[src/rtl/trig_timer_pkg.sv]
package trig_timer_pkg;

  typedef enum logic [1:0] {
    MODE_UP   = 2'b00,
    MODE_RSV1 = 2'b01,
    MODE_RSV2 = 2'b10,
    MODE_RSV3 = 2'b11
  } count_mode_e;

  localparam logic [2:0] SLAVE_TRIG_CLK = 3'b111;

  // strobes handed from control to datapath each cycle
  typedef struct packed {
    logic run;        // enable set and up mode selected
    logic timerTick;  // one timer-clock tick this cycle
  } tmr_strobe_t;

endpackage

[src/rtl/trig_timer_ctl.sv]
module trig_timer_ctl
  import trig_timer_pkg::*;
#(
  parameter int NUM_TRIG = 4,
  parameter int SEL_W    = 3
) (
  input  logic                clk,
  input  logic                rstN,
  input  logic [NUM_TRIG-1:0] trigIn,
  input  logic                ctrlWe,
  input  logic                ctrlEnable,
  input  logic [1:0]          ctrlCountMode,
  input  logic                slaveWe,
  input  logic [2:0]          slaveMode,
  input  logic [SEL_W-1:0]    trigSel,
  output tmr_strobe_t         strb
);

  logic             enableReg;
  count_mode_e      modeReg;
  logic [2:0]       slaveReg;
  logic [SEL_W-1:0] selReg;
  logic             selTrig;
  logic             sync1, sync2, syncPrev;
  logic             trigEdge;

  always_ff @(posedge clk or negedge rstN) begin
    if (!rstN) begin
      enableReg <= 1'b0;
      modeReg   <= MODE_UP;
    end else if (ctrlWe) begin
      enableReg <= ctrlEnable;
      modeReg   <= count_mode_e'(ctrlCountMode);
    end
  end

  always_ff @(posedge clk or negedge rstN) begin
    if (!rstN) begin
      slaveReg <= 3'b000;
      selReg   <= '0;
    end else if (slaveWe) begin
      slaveReg <= slaveMode;
      selReg   <= trigSel;
    end
  end

  // select mux: a select with no matching line yields constant low
  always_comb begin
    selTrig = 1'b0;
    for (int i = 0; i < NUM_TRIG; i++) begin
      if (int'(selReg) == i) selTrig = trigIn[i];
    end
  end

  always_ff @(posedge clk or negedge rstN) begin
    if (!rstN) begin
      sync1    <= 1'b0;
      sync2    <= 1'b0;
      syncPrev <= 1'b0;
    end else begin
      sync1    <= selTrig;
      sync2    <= sync1;
      syncPrev <= sync2;
    end
  end

  assign trigEdge = sync2 & ~syncPrev;

  always_comb begin
    strb.run       = enableReg && (modeReg == MODE_UP);
    strb.timerTick = (slaveReg == SLAVE_TRIG_CLK) ? trigEdge : 1'b1;
  end

endmodule

[src/rtl/trig_timer_dp.sv]
module trig_timer_dp
  import trig_timer_pkg::*;
#(
  parameter int CNT_W = 16,
  parameter int DIV_W = 16
) (
  input  logic             clk,
  input  logic             rstN,
  input  tmr_strobe_t      strb,
  input  logic             periodWe,
  input  logic [CNT_W-1:0] periodData,
  input  logic             divWe,
  input  logic [DIV_W-1:0] divData,
  input  logic             ovfClr,
  output logic [CNT_W-1:0] count,
  output logic             ovfFlag,
  output logic             ovfEvt
);

  logic [CNT_W-1:0] periodReg;
  logic [DIV_W-1:0] divShadow;
  logic [DIV_W-1:0] divActive;
  logic [DIV_W-1:0] psCnt;
  logic             psStep;
  logic             psHit;

  assign psStep = strb.run && strb.timerTick;
  assign psHit  = psStep && (psCnt >= divActive);
  assign ovfEvt = psHit && (count >= periodReg);

  always_ff @(posedge clk or negedge rstN) begin
    if (!rstN) begin
      periodReg <= '0;
      divShadow <= '0;
    end else begin
      if (periodWe) periodReg <= periodData;
      if (divWe)    divShadow <= divData;
    end
  end

  always_ff @(posedge clk or negedge rstN) begin
    if (!rstN) begin
      psCnt     <= '0;
      divActive <= '0;
    end else begin
      if (psHit)       psCnt <= '0;
      else if (psStep) psCnt <= psCnt + DIV_W'(1);
      if (ovfEvt)      divActive <= divShadow;
    end
  end

  always_ff @(posedge clk or negedge rstN) begin
    if (!rstN)       count <= '0;
    else if (ovfEvt) count <= '0;
    else if (psHit)  count <= count + CNT_W'(1);
  end

  always_ff @(posedge clk or negedge rstN) begin
    if (!rstN)       ovfFlag <= 1'b0;
    else if (ovfEvt) ovfFlag <= 1'b1;
    else if (ovfClr) ovfFlag <= 1'b0;
  end

endmodule

[src/rtl/trig_timer.sv]
module trig_timer
  import trig_timer_pkg::*;
#(
  parameter int NUM_TRIG = 4,
  parameter int CNT_W    = 16,
  parameter int DIV_W    = 16,
  parameter int SEL_W    = 3
) (
  input  logic                clk,
  input  logic                rstN,
  input  logic [NUM_TRIG-1:0] trigIn,
  input  logic                ctrlWe,
  input  logic                ctrlEnable,
  input  logic [1:0]          ctrlCountMode,
  input  logic                slaveWe,
  input  logic [2:0]          slaveMode,
  input  logic [SEL_W-1:0]    trigSel,
  input  logic                periodWe,
  input  logic [CNT_W-1:0]    periodData,
  input  logic                divWe,
  input  logic [DIV_W-1:0]    divData,
  input  logic                ovfClr,
  output logic [CNT_W-1:0]    count,
  output logic                ovfFlag
);

  tmr_strobe_t strb;
  logic        ovfEvt;

  trig_timer_ctl #(.NUM_TRIG(NUM_TRIG), .SEL_W(SEL_W)) u_ctl (
    .clk(clk), .rstN(rstN), .trigIn(trigIn),
    .ctrlWe(ctrlWe), .ctrlEnable(ctrlEnable), .ctrlCountMode(ctrlCountMode),
    .slaveWe(slaveWe), .slaveMode(slaveMode), .trigSel(trigSel),
    .strb(strb)
  );

  trig_timer_dp #(.CNT_W(CNT_W), .DIV_W(DIV_W)) u_dp (
    .clk(clk), .rstN(rstN), .strb(strb),
    .periodWe(periodWe), .periodData(periodData),
    .divWe(divWe), .divData(divData), .ovfClr(ovfClr),
    .count(count), .ovfFlag(ovfFlag), .ovfEvt(ovfEvt)
  );

endmodule

[config.mk]
export PLATFORM = sky130hd
export DESIGN_NAME = trig_timer
export DESIGN_NICKNAME = d
export VERILOG_FILES = /design/src/rtl/trig_timer_pkg.sv /design/src/rtl/trig_timer_ctl.sv /design/src/rtl/trig_timer_dp.sv /design/src/rtl/trig_timer.sv
export SDC_FILE = /design/constraint.sdc
export NUM_CORES = 1
export LEC_CHECK = 0
export BUFFER_PORTS_ARGS = -buffer_cell sky130_fd_sc_hd__buf_4
export CAP_MARGIN = 20
export CORE_MARGIN = 5
export CORE_UTILIZATION = 30
export CTS_BUF_LIST = sky130_fd_sc_hd__clkbuf_8
export DETAILED_ROUTE_END_ITERATION = 7
export SYNTH_ARGS = -nofsm -noshare
export SYNTH_HDL_FRONTEND = slang
export SYNTH_SLANG_ARGS = --single-unit
[constraint.sdc]
create_clock -name clk -period 5 [get_ports clk]
set_clock_uncertainty 0.15 [all_clocks]
set_input_delay 0.75 -clock clk [delete_from_list [all_inputs] [get_ports clk]]
set_output_delay 0.75 -clock clk [all_outputs]
set_load 0.01 [all_outputs]
==> results by group, run 1 <==
Run status
  – Status: finished clean

Floorplanning
  – Site row count: 46
  – Number of I/O pins: approximately 70
  – Die Wd: 136 um
  – Initial core utilization: 30.3%
  – Core region area: 15700 sq um
  – DIE AREA: between 15000 and 20000 sq um
  – Die height: 136 um

Global routing
  – Largest net degree at the start of global routing: 55
  – Number of global-route vias before repair: 3347
  – GRT Resource Usage Total: between 10% and 20%
  – Global route overflow: 0
  – Initial antenna violation count: 0
  – First-pass GRT wire length: 16.2 mm

Power and ir drop
  – Combinational power share: 13.6%
  – LEAKAGE: about 0.0027 uW
  – Power Density: 285 nW/um^2
  – Switch Pwr: 423 uW
  – Net switching fraction of the power: between 20% and 30%
  – Final Power: around 1600 uW
  – Seq pwr share: between 50% and 60%
  – Pint: 1200 uW
  – Clk pwr share: 34.6%
  – Peak supply drop: 192 uV

CTS
  – Clk sinks: 93
  – CTS Hold Bufs: 0
  – CTS tree: done
  – Max clock buf depth: 2
  – Inserted Clock Buffers: 9
  – Skew-Pair Late Insertion Delay: about 0.38 ns
  – CTS Root Cell: clkbuf_8
  – Clock Pin Slew Worst Setup and Hold Paths: 0.09 ns
  – H-tree Lvls: 3
  – Post-CTS sizing: 0
  – Post-CTS Setup Bufs: 0

Finish
  – Area of the multi-input gates: 2210 sq um
  – Cell area after layout: 5690 sq um
  – Ant diodes: 0
  – Filler cell count in the final layout: 1577
  – Nets: 584
  – Seq. cell area: 2330 sq um
  – Commonest cells after routing, fill and taps aside: 93 x dfrtp_1, 69 x buf_4, 39 x inv_1, 39 x o21ai_0, 34 x ha_1
  – Layout area overhead: 19.7%
  – Commonest non-fill, non-tap cell in the layout: dfrtp_1
  – Fraction of layout cells with a size suffix above 1: between 20% and 30%

Placed design
  – GPL Wtd Cong: 0.822
  – Placement Cell Area: between 5000 and 6000 sq um
  – Dpl hpwl: roughly 7.2 mm
  – IO buf count: 68

Detailed routing
  – Final ANT Viol Nets: 0
  – DRC: 0
  – Wire length per cell: 13.3 um
  – Post-Route M1 WL: 4.50 mm
  – Vias/cell: roughly 4.6
  – Met2 WL: 4.38 mm
  – DRT Wirelength: 9.53 mm
  – Via count: 3312
  – First drt pass iteration count: 4
  – Top Layer Used: met4
  – Met3 WL: 532 um
  – Number of DRC markers in iteration 0: approximately 150

STA
  – RSZ-0062 raised after global routing: false
  – Setup violators final: 0
  – Final TNS setup: 0 ns
  – Tcrit/Tclk final: between 60 and 70%
  – Worst-Margin Slew: a little over 1 ns
  – Hold Vio Cnt, Final: 0
  – Worst slew margin: about a third
  – Fin. max-slew vios: 0
  – Fin crit period: about 3.1 ns
  – Max Fclk: 0.324 GHz

Worst setup path
  – Worst setup path startpoint: u_dp.psCnt[11]
  – Worst Setup EP: u_dp.divActive[10]
  – Critical Path Start Type: flop
  – Worst Path Max Fanout: 31
  – Flop-to-flop setup slack: 1.91 ns
  – Worst Setup End Kind: flop
  – Reg2Reg Depth: 7
  – Worst Path Required: 5.12 ns
  – Arr. time, crit path: between 3 and 4 ns
  – Crit Reg-Reg Startpoint: u_dp.psCnt[11]
  – Reg2reg end: u_dp.divActive[10]
  – WS Path Type: reg2reg

Yosys
  – Yosys reg bits: 93
  – Ys async rst share: 100%
  – Synth Flop Type: dfrtp_1
  – Cells after Synth: 430
  – Share of the yosys chip area belonging to registers: between 40% and 50%
  – Number of synthesized flops with an enable pin: 0
  – Cell variety after synth: 48
  – Net Count, Synth: 516
  – Synth warn: 0
  – Mapped cell area: roughly 4800 sq um
  – Syn avg cell area: 11.1 sq um

Min path
  – Hold Crit Class: reg2reg

Job
  – MaxCap Viol Count: 0
power groups by stage:
stage	Clock, uW	Sequential (uW)	Combinational [uW]
finish	562	841	221
global route	614	850	256
CTS	592	843	229
detailed placement	0	859	229
global placement	0	855	223
floorplan	0	852	127
cell families after synthesis:
group                    count (synthesis)  share of synthesized area [%]
flip-flops                              93                           49.0
AO/OA/AOI/OAI                           84                           12.0
XOR/XNOR                                10                           1.84
multiplexers                            44                           11.3
adder cells (fa/ha/maj)                 34                           8.95
buffers and inverters                   50                           4.61
AND/OR/NAND/NOR                        115                           12.3
through the flow:
stage | hold slack [ns] | setup slack, ns | std cells | utilization, %
after detailed placement | 0.186 | 1.87 | 703 | 34.8
after CTS | 0.208 | 1.85 | 719 | 36.2
after global placement | 0.187 | 1.98 | 703 | 34.8
final | 0.209 | 1.91 | 719 | 36.2
after floorplan | 0.181 | 2.52 | 430 | -
after global routing | 0.230 | 1.68 | 719 | 36.2
cell type report:
type / count / share of cell area [%]
multi-input combinational: 287 / 38.8
sequential: 93 / 40.9
tap: 216 / 4.75
clock inverter: 7 / 1.74
inverter: 38 / 2.51
clock buffer: 9 / 2.18
timing repair buffer: 69 / 9.11
Yosys cell counts (2+ instances only):
| cell | number | area (sq um) |
|---|---|---|
| o21a_1 | 2 | 15.0 |
| nor2b_1 | 13 | 81.3 |
| a21bo_1 | 2 | 20.0 |
| xor2_1 | 5 | 43.8 |
| mux2_2 | 33 | 372 |
| nor4_1 | 2 | 12.5 |
| nand4_1 | 3 | 18.8 |
| xnor2_1 | 5 | 43.8 |
| buf_6 | 2 | 22.5 |
| ha_1 | 34 | 425 |
| a22o_1 | 16 | 140 |
| clkbuf_1 | 7 | 26.3 |
| dfrtp_1 | 93 | 2330 |
| nor2_1 | 22 | 82.6 |
| a21oi_1 | 11 | 55.1 |
| inv_1 | 38 | 143 |
| and3_1 | 13 | 81.3 |
| o21ai_0 | 39 | 195 |
| nand3_1 | 17 | 85.1 |
| mux2_4 | 9 | 135 |
| nand2b_1 | 2 | 12.5 |
| nor3_1 | 6 | 30.0 |
| nand2_1 | 31 | 116 |
worst max-delay path: stages, from the launching register on:
cell and delay [ns]:
dfrtp_1 0.46, ha_1 0.35, nand4_1 0.19, nor4_4 0.35
a311oi_4 0.15, a21oi_4 0.62, nand2_4 0.33, mux2_4 0.38
metal layers:
layer	track usage (%)	up-vias
met3	3.96	12
met1	14.1	1581
met5	0	-
met2	17.5	69
met4	3.42	0
li1	-	1650
worst min-delay path by stage:
stage	endpoint	cells past startpoint	slack, ns	startpoint
global placement	u_ctl.sync2	0	0.19	u_ctl.sync1
CTS	u_ctl.sync2	0	0.21	u_ctl.sync1
floorplan	u_ctl.sync2	0	0.18	u_ctl.sync1
detailed placement	u_ctl.sync2	0	0.19	u_ctl.sync1
finish	u_ctl.sync2	0	0.21	u_ctl.sync1
global route	u_ctl.sync2	0	0.23	u_ctl.sync1
flip-flops by register name, indices dropped and copies added (netlist names):
register,count
u_ctl.enableReg,1
u_ctl.syncPrev,1
u_ctl.slaveReg,3
u_dp.divShadow,16
u_ctl.sync2,1
u_ctl.selReg,3
u_ctl.sync1,1
u_dp.psCnt,16
u_ctl.modeReg,2
u_dp.count,16
u_dp.ovfFlag,1
u_dp.divActive,16
u_dp.periodReg,16
No activity file was read; power rests on OpenSTA's default activity.
==> run 2, diff against run 1 <==
Settings changed: ABC_AREA from default to 1.
Clock period 5 ns to 3.2 ns, I/O delays scaled along.
==> run 2 against run 1 <==
Setup slack got worse by 0.96 ns. Global-route usage increased by 0.79 points. Sequential share of layout area shrank 2.5 points. Sequential power increased by 62%. Critical path type unchanged. Largest power group unchanged.
==> results by group, run 2 <==
Run status
  – Status: finished clean

STA
  – Fin crit period: 2.25 ns
  – Max Fclk: 0.445 GHz
  – Fin. max-slew vios: 0
  – Worst-Margin Slew: a little under 0.8 ns
  – Hold slack: 0.0346 ns
  – Hold Vio Cnt, Final: 0
  – Worst slew margin: 48.2%
  – RSZ-0062 raised after global routing: false
  – Final TNS setup: 0 ns
  – Tcrit/Tclk final: between 70% and 80%
  – Setup violators final: 0
  – Worst setup margin: 0.952 ns

Global routing
  – Global route overflow: 0
  – First-pass GRT wire length: 19.0 mm
  – Initial antenna violation count: 0
  – GRT Resource Usage Total: 11.8%
  – Largest net degree at the start of global routing: 61
  – Number of global-route vias before repair: 3969

Worst setup path
  – Crit Reg-Reg Startpoint: u_dp.count[7]
  – CP dominant cell by count: nand2_1
  – Crit-path max cell delay: approximately 0.49 ns
  – Worst Path Required: 3.36 ns
  – Crit path buf inv count: 1
  – Ordered list of cells on the worst path: ha_1 > a21o_1 > nor2_1 > nand2_1 > nand2_1 > nand3_4 > inv_2 > nand3_1 > nand2_1
  – Delay-heaviest family, CP: simple AND/OR/NAND/NOR gates
  – CP max stage cell: dfrtp_1
  – WS Path Type: reg2reg
  – Arr. time, crit path: 2.41 ns
  – Worst setup path startpoint: u_dp.count[7]
  – Worst Path Max Fanout: 18
  – Critical Path Start Type: flop
  – Worst Setup End Kind: flop

Power and ir drop
  – Power Density: 468 nW/um^2
  – Final Power: 2830 uW
  – Peak supply drop: approximately 180 uV
  – LEAKAGE: 0.00311 uW

Placed design
  – Pre-CTS WS: between 0.9 and 1 ns
  – GPL Wtd Cong: 0.803
  – Placed Instances: 878
  – Dpl hpwl: 8.02 mm
  – IO buf count: 68

Floorplanning
  – Initial core utilization: 30.2%
  – Die height: 141 um
  – Die Wd: 141 um
  – Core region area: 17100 sq um
  – Number of I/O pins: slightly below 70
  – DIE AREA: 19900 sq um
  – Site row count: 48

Finish
  – Layout area overhead: 17.3%
  – Commonest cells after routing, fill and taps aside: 178 x nand2_1, 93 x dfrtp_1, 73 x inv_1
  – Filler cell count in the final layout: 1852
  – Commonest non-fill, non-tap cell in the layout: nand2_1
  – Non-Filler Instances: 893
  – Ant diodes: 0
  – Fraction of layout cells with a size suffix above 1: between 10% and 20%
  – Nets: 750

Yosys
  – Syn avg cell area: 8.63 sq um
  – Synth warn: 0
  – Synth Flop Type: dfrtp_1
  – Cell variety after synth: 30
  – Most common cell in the netlist: nand2_1
  – Share of the yosys chip area belonging to registers: between 40% and 50%
  – Mapped cell area: 5160 sq um
  – Yosys reg bits: 93
  – Synth top cells by count: 178 x nand2_1, 93 x dfrtp_1, 72 x inv_1
  – Ys async rst share: 100%
  – Net Count, Synth: 684
  – Largest area contributor in the netlist: dfrtp_1
  – Number of synthesized flops with an enable pin: 0
  – Cells after Synth: 598
  – Post-synth top area share: 45.1%
  – Top post-synthesis cells by area: dfrtp_1 45%, nand2_1 13%, ha_1 8.2%

Detailed routing
  – First drt pass iteration count: 4
  – Final ANT Viol Nets: 0
  – DRT Wirelength: about 11 mm
  – Vias/cell: 4.38
  – Number of DRC markers in iteration 0: 188
  – DRC: 0
  – Wire length per cell: ~12 um
  – Via count: 3907

CTS
  – Clk sinks: 93
  – CTS Hold Bufs: 0
  – Post-CTS sizing: 0
  – CTS Root Cell: clkbuf_8
  – CTS tree: done
  – Inserted Clock Buffers: 9
  – Clock Pin Slew Worst Setup and Hold Paths: roughly 0.090 ns
  – Skew-Pair Late Insertion Delay: 0.37 ns
  – Post-CTS Setup Bufs: 0
  – Max clock buf depth: 2
  – H-tree Lvls: 3

Min path
  – Hold Crit Class: in2async

Job
  – MaxCap Viol Count: 0
[run 2: cell count changes after synthesis, moves of 13 or more]
cell / previous run / this run
nand4_1: 3 / 21
and3_1: 13 / 0
xor2_1: 5 / 20
nor2b_1: 13 / 0
nor2_1: 22 / 42
a22o_1: 16 / 0
o21ai_0: 39 / 21
inv_1: 38 / 72
nand2_1: 31 / 178
[run 2: power by group]
part	internal (uW)	switching, uW
clock	453	409
sequential	1270	89.2
combinational	244	366
[run 2: kinds of logic after synthesis]
logic type	Yosys count	share of synthesized area, %
buf+inv	91	8.13
compound gates	39	4.05
simple gates	294	25.4
mux	23	5.02
flops	93	45.1
xor+xnor	24	4.07
fa+ha+maj	34	8.25
[run 2: layout make-up]
type	instances	area, sq um	area share, %
clock inverters	5	76.3	1.26
well taps	225	282	4.65
inverters	74	278	4.59
clock buffers	10	138	2.27
repair buffers	72	541	8.93
flip-flops and latches	93	2330	38.4
multi-input cells	414	2410	39.9
[run 2: metal layers]
metal | vias to the layer above | wire length, um | track usage [%] | part of all wire (%)
met5 | - | 0 | 0 | 0
met4 | 0 | 246 | 5.35 | 2.3
met3 | 15 | 337 | 2.04 | 3.1
met2 | 52 | 5150 | 19.2 | 48
met1 | 1794 | 5020 | 15.4 | 47
li1 | 2046 | - | - | -
[run 2: worst paths after layout]
path / end / slack [ns] / cells past startpoint
worst min-delay path: u_dp.divActive[11] / 0.03 / 1
worst min register to register: u_ctl.sync2 / 0.21 / 0
worst max-delay path: u_dp.count[7] / 0.95 / 9
worst max register to register: u_dp.count[7] / 0.95 / 9
min in group clk: u_dp.ovfFlag / 0.14 / 2
max in group asynchronous: u_dp.count[12] / 2.09 / 2
[run 2: stage by stage]
stage,area (sq um),util [%]
after floorplan,5160,-
after global placement,5840,34.2
after detailed placement,5840,34.2
after CTS,6050,35.5
after global routing,6050,35.5
final,6050,35.5
==> run 3, diff against run 2 <==
Clock period 3.2 ns to 1.9 ns, I/O delays scaled along.
==> run 3 against run 2 <==
The flow now finishes with violations (negative setup slack). Die area stayed put. Non-clock buffer count up 104. Clock power grew 50%. Global-route usage rose by 0.71 points. Power up 88%. Sequential cell count stayed put. Critical path depth grew 4. Setup slack worse by 1.1 ns. Design area grew 22%. Clock-buffer cell count stayed put. Fmax up 12%. Critical endpoint is now u_dp.psCnt[6].
==> results by group, run 3 (same netlist as run 2, synthesis figures left out) <==
STA
  – Fin. max-slew vios: 0
  – Worst slew margin: about two thirds
  – Hold Vio Cnt, Final: 0
  – Worst-Margin Slew: 0.524 ns
  – Setup violators final: 46
  – Worst setup margin: -0.102 ns
  – Hold slack: 0.0214 ns
  – Max Fclk: 0.500 GHz
  – Tcrit/Tclk final: 105%
  – RSZ-0062 raised after global routing: true
  – Final TNS setup: -3.14 ns
  – Fin crit period: around 2 ns

Detailed routing
  – Number of DRC markers in iteration 0: 289
  – First drt pass iteration count: 4
  – Via count: 4428
  – Final ANT Viol Nets: 0
  – DRT Wirelength: 12.5 mm
  – DRC: 0
  – Vias/cell: 4.43
  – Wire length per cell: 12.5 um

Floorplanning
  – Die Wd: approximately 140 um
  – Initial core utilization: 30.2%
  – Core region area: 17100 sq um
  – Die height: 141 um
  – Number of I/O pins: 69
  – DIE AREA: 19900 sq um
  – Site row count: 48

Placed design
  – Placed Instances: between 900 and 1000
  – GPL Wtd Cong: about 0.88
  – IO buf count: 68
  – Dpl hpwl: 8.55 mm

CTS
  – Max clock buf depth: 2
  – CTS tree: done
  – Clk sinks: 93
  – CTS Root Cell: clkbuf_8
  – Skew-Pair Late Insertion Delay: just under 0.4 ns
  – Inserted Clock Buffers: 9
  – Clock Pin Slew Worst Setup and Hold Paths: approximately 0.10 ns
  – H-tree Lvls: 3

Finish
  – Non-Filler Instances: 1000
  – Layout area overhead: 42.7%
  – Nets: 856
  – Commonest non-fill, non-tap cell in the layout: nand2_1
  – Commonest cells after routing, fill and taps aside: 166 x nand2_1, 120 x buf_4, 93 x dfrtp_1
  – Fraction of layout cells with a size suffix above 1: a little under a third
  – Filler cell count in the final layout: 1706
  – Ant diodes: 0
  – Post-layout utilization of the core: 43.2%

Power and ir drop
  – Clk pwr share: approximately a quarter
  – Seq pwr share: between 40% and 50%
  – LEAKAGE: ~0.0036 uW
  – Peak supply drop: ~360 uV
  – Power Density: 725 nW/um^2
  – Combinational power share: 33.9%
  – Final Power: ~5300 uW
  – Net switching fraction of the power: 33.1%
  – Pint: 3570 uW
  – Switch Pwr: 1770 uW

Global routing
  – First-pass GRT wire length: 20.3 mm
  – Number of global-route vias before repair: 4321
  – Met3 Usage GRT: under 10%
  – Largest net degree at the start of global routing: 94
  – GRT Resource Usage Total: between 10% and 20%
  – Global route overflow: 0
  – Grt met2 use: 21.2%
  – Most Crowded Layer GR: met2
  – M1 GR Usage: 15.7%
  – Initial antenna violation count: 0

Min path
  – Worst Hold End: u_ctl.selReg[1]
  – Hold Path Origin: slaveWe
  – Hold Crit Class: in2reg
  – Hold-critical path depth: 2

Worst setup path
  – Arr. time, crit path: about 2.1 ns
  – Worst Path Required: a little over 2 ns
  – Reg2reg end: u_dp.psCnt[6]
  – Critical Path Start Type: flop
  – Reg2Reg Depth: 13
  – Worst Path Max Fanout: 7
  – Crit Reg-Reg Startpoint: u_dp.divActive[7]
  – Worst Setup End Kind: flop
  – WS Path Type: reg2reg
  – Flop-to-flop setup slack: -0.10 ns

Run status
  – Failing checks: negative setup slack
  – Status: finished with violations

Job
  – MaxCap Viol Count: 0
run 3: changes by cell type in the layout (fill, tap and decap cells not counted), sizes merged:
cell | previous run | this run
clkbuf | 10 | 11
buf | 72 | 128
nand3 | 35 | 37
clkinvlp | 1 | 3
dlygate4sd3 | 0 | 47
bufinv | 2 | 0
inv | 75 | 76
run 3: routing by layer:
| metal | wire (um) | up-vias |
|---|---|---|
| li1 | - | 2260 |
| met1 | 5770 | 2076 |
| met2 | 6090 | 75 |
| met3 | 393 | 17 |
| met4 | 292 | 0 |
| met5 | 0 | - |
run 3: power by group through the flow:
stage | sequential [uW] | clock [uW] | combinational [uW]
after floorplan | 2300 | 0 | 748
after global placement | 2270 | 0 | 1370
after detailed placement | 2270 | 0 | 1380
after CTS | 2230 | 1340 | 1470
after global routing | 2260 | 1400 | 2020
final | 2240 | 1290 | 1810
run 3: cell type report:
cell class                      count  area, sq um  area share (%)
Inverter                           74          283            3.84
Multi-Input combinational cell    416         2730            37.1
Tap cell                          225          282            3.82
Sequential cell                    93         2330            31.6
Clock inverter                      6         45.0           0.612
Timing Repair Buffer              176         1560            21.1
Clock buffer                       10          138            1.87
run 3: worst max-delay path by stage:
stage,end,start
3_5_place_dp,u_dp.psCnt[13],u_dp.divActive[15]
4_1_cts,u_dp.psCnt[13],u_dp.psCnt[7]
6_report,u_dp.psCnt[6],u_dp.divActive[7]
5_1_grt,u_dp.psCnt[6],u_dp.divActive[7]
2_1_floorplan,u_dp.count[10],u_dp.count[13]
3_3_place_gp,u_dp.count[15],u_dp.count[3]
run 3: stage by stage:
step | setup WS [ns] | instance area (sq um)
final | -0.102 | 7360
after global routing | -0.225 | 7360
after CTS | -0.0819 | 6950
after detailed placement | -0.0992 | 6270
after global placement | -0.0671 | 6270
after floorplan | 0.000351 | 5160
run 3: critical path: stages, from the launching register on:
cell      delay, ns
dfrtp_1        0.38
inv_1          0.08
ha_4           0.27
nand2_1        0.07
nor2_2         0.09
and2_1         0.12
nor2_1         0.04
nand2_1        0.06
nand2_2        0.10
nand2_8        0.15
nand2_8        0.09
buf_12         0.16
nand3b_1       0.07
nand2_1        0.06
run 3: repair_timing:
action / in CTS / in global routing
hold endpoints to repair: 136 / 0
setup endpoints to repair: 48 / 49
cloned: 0 / 3
pin swaps: 0 / 41
buffers inserted: 0 / 7
resized for setup: 6 / 54
hold buffers: 47 / 0
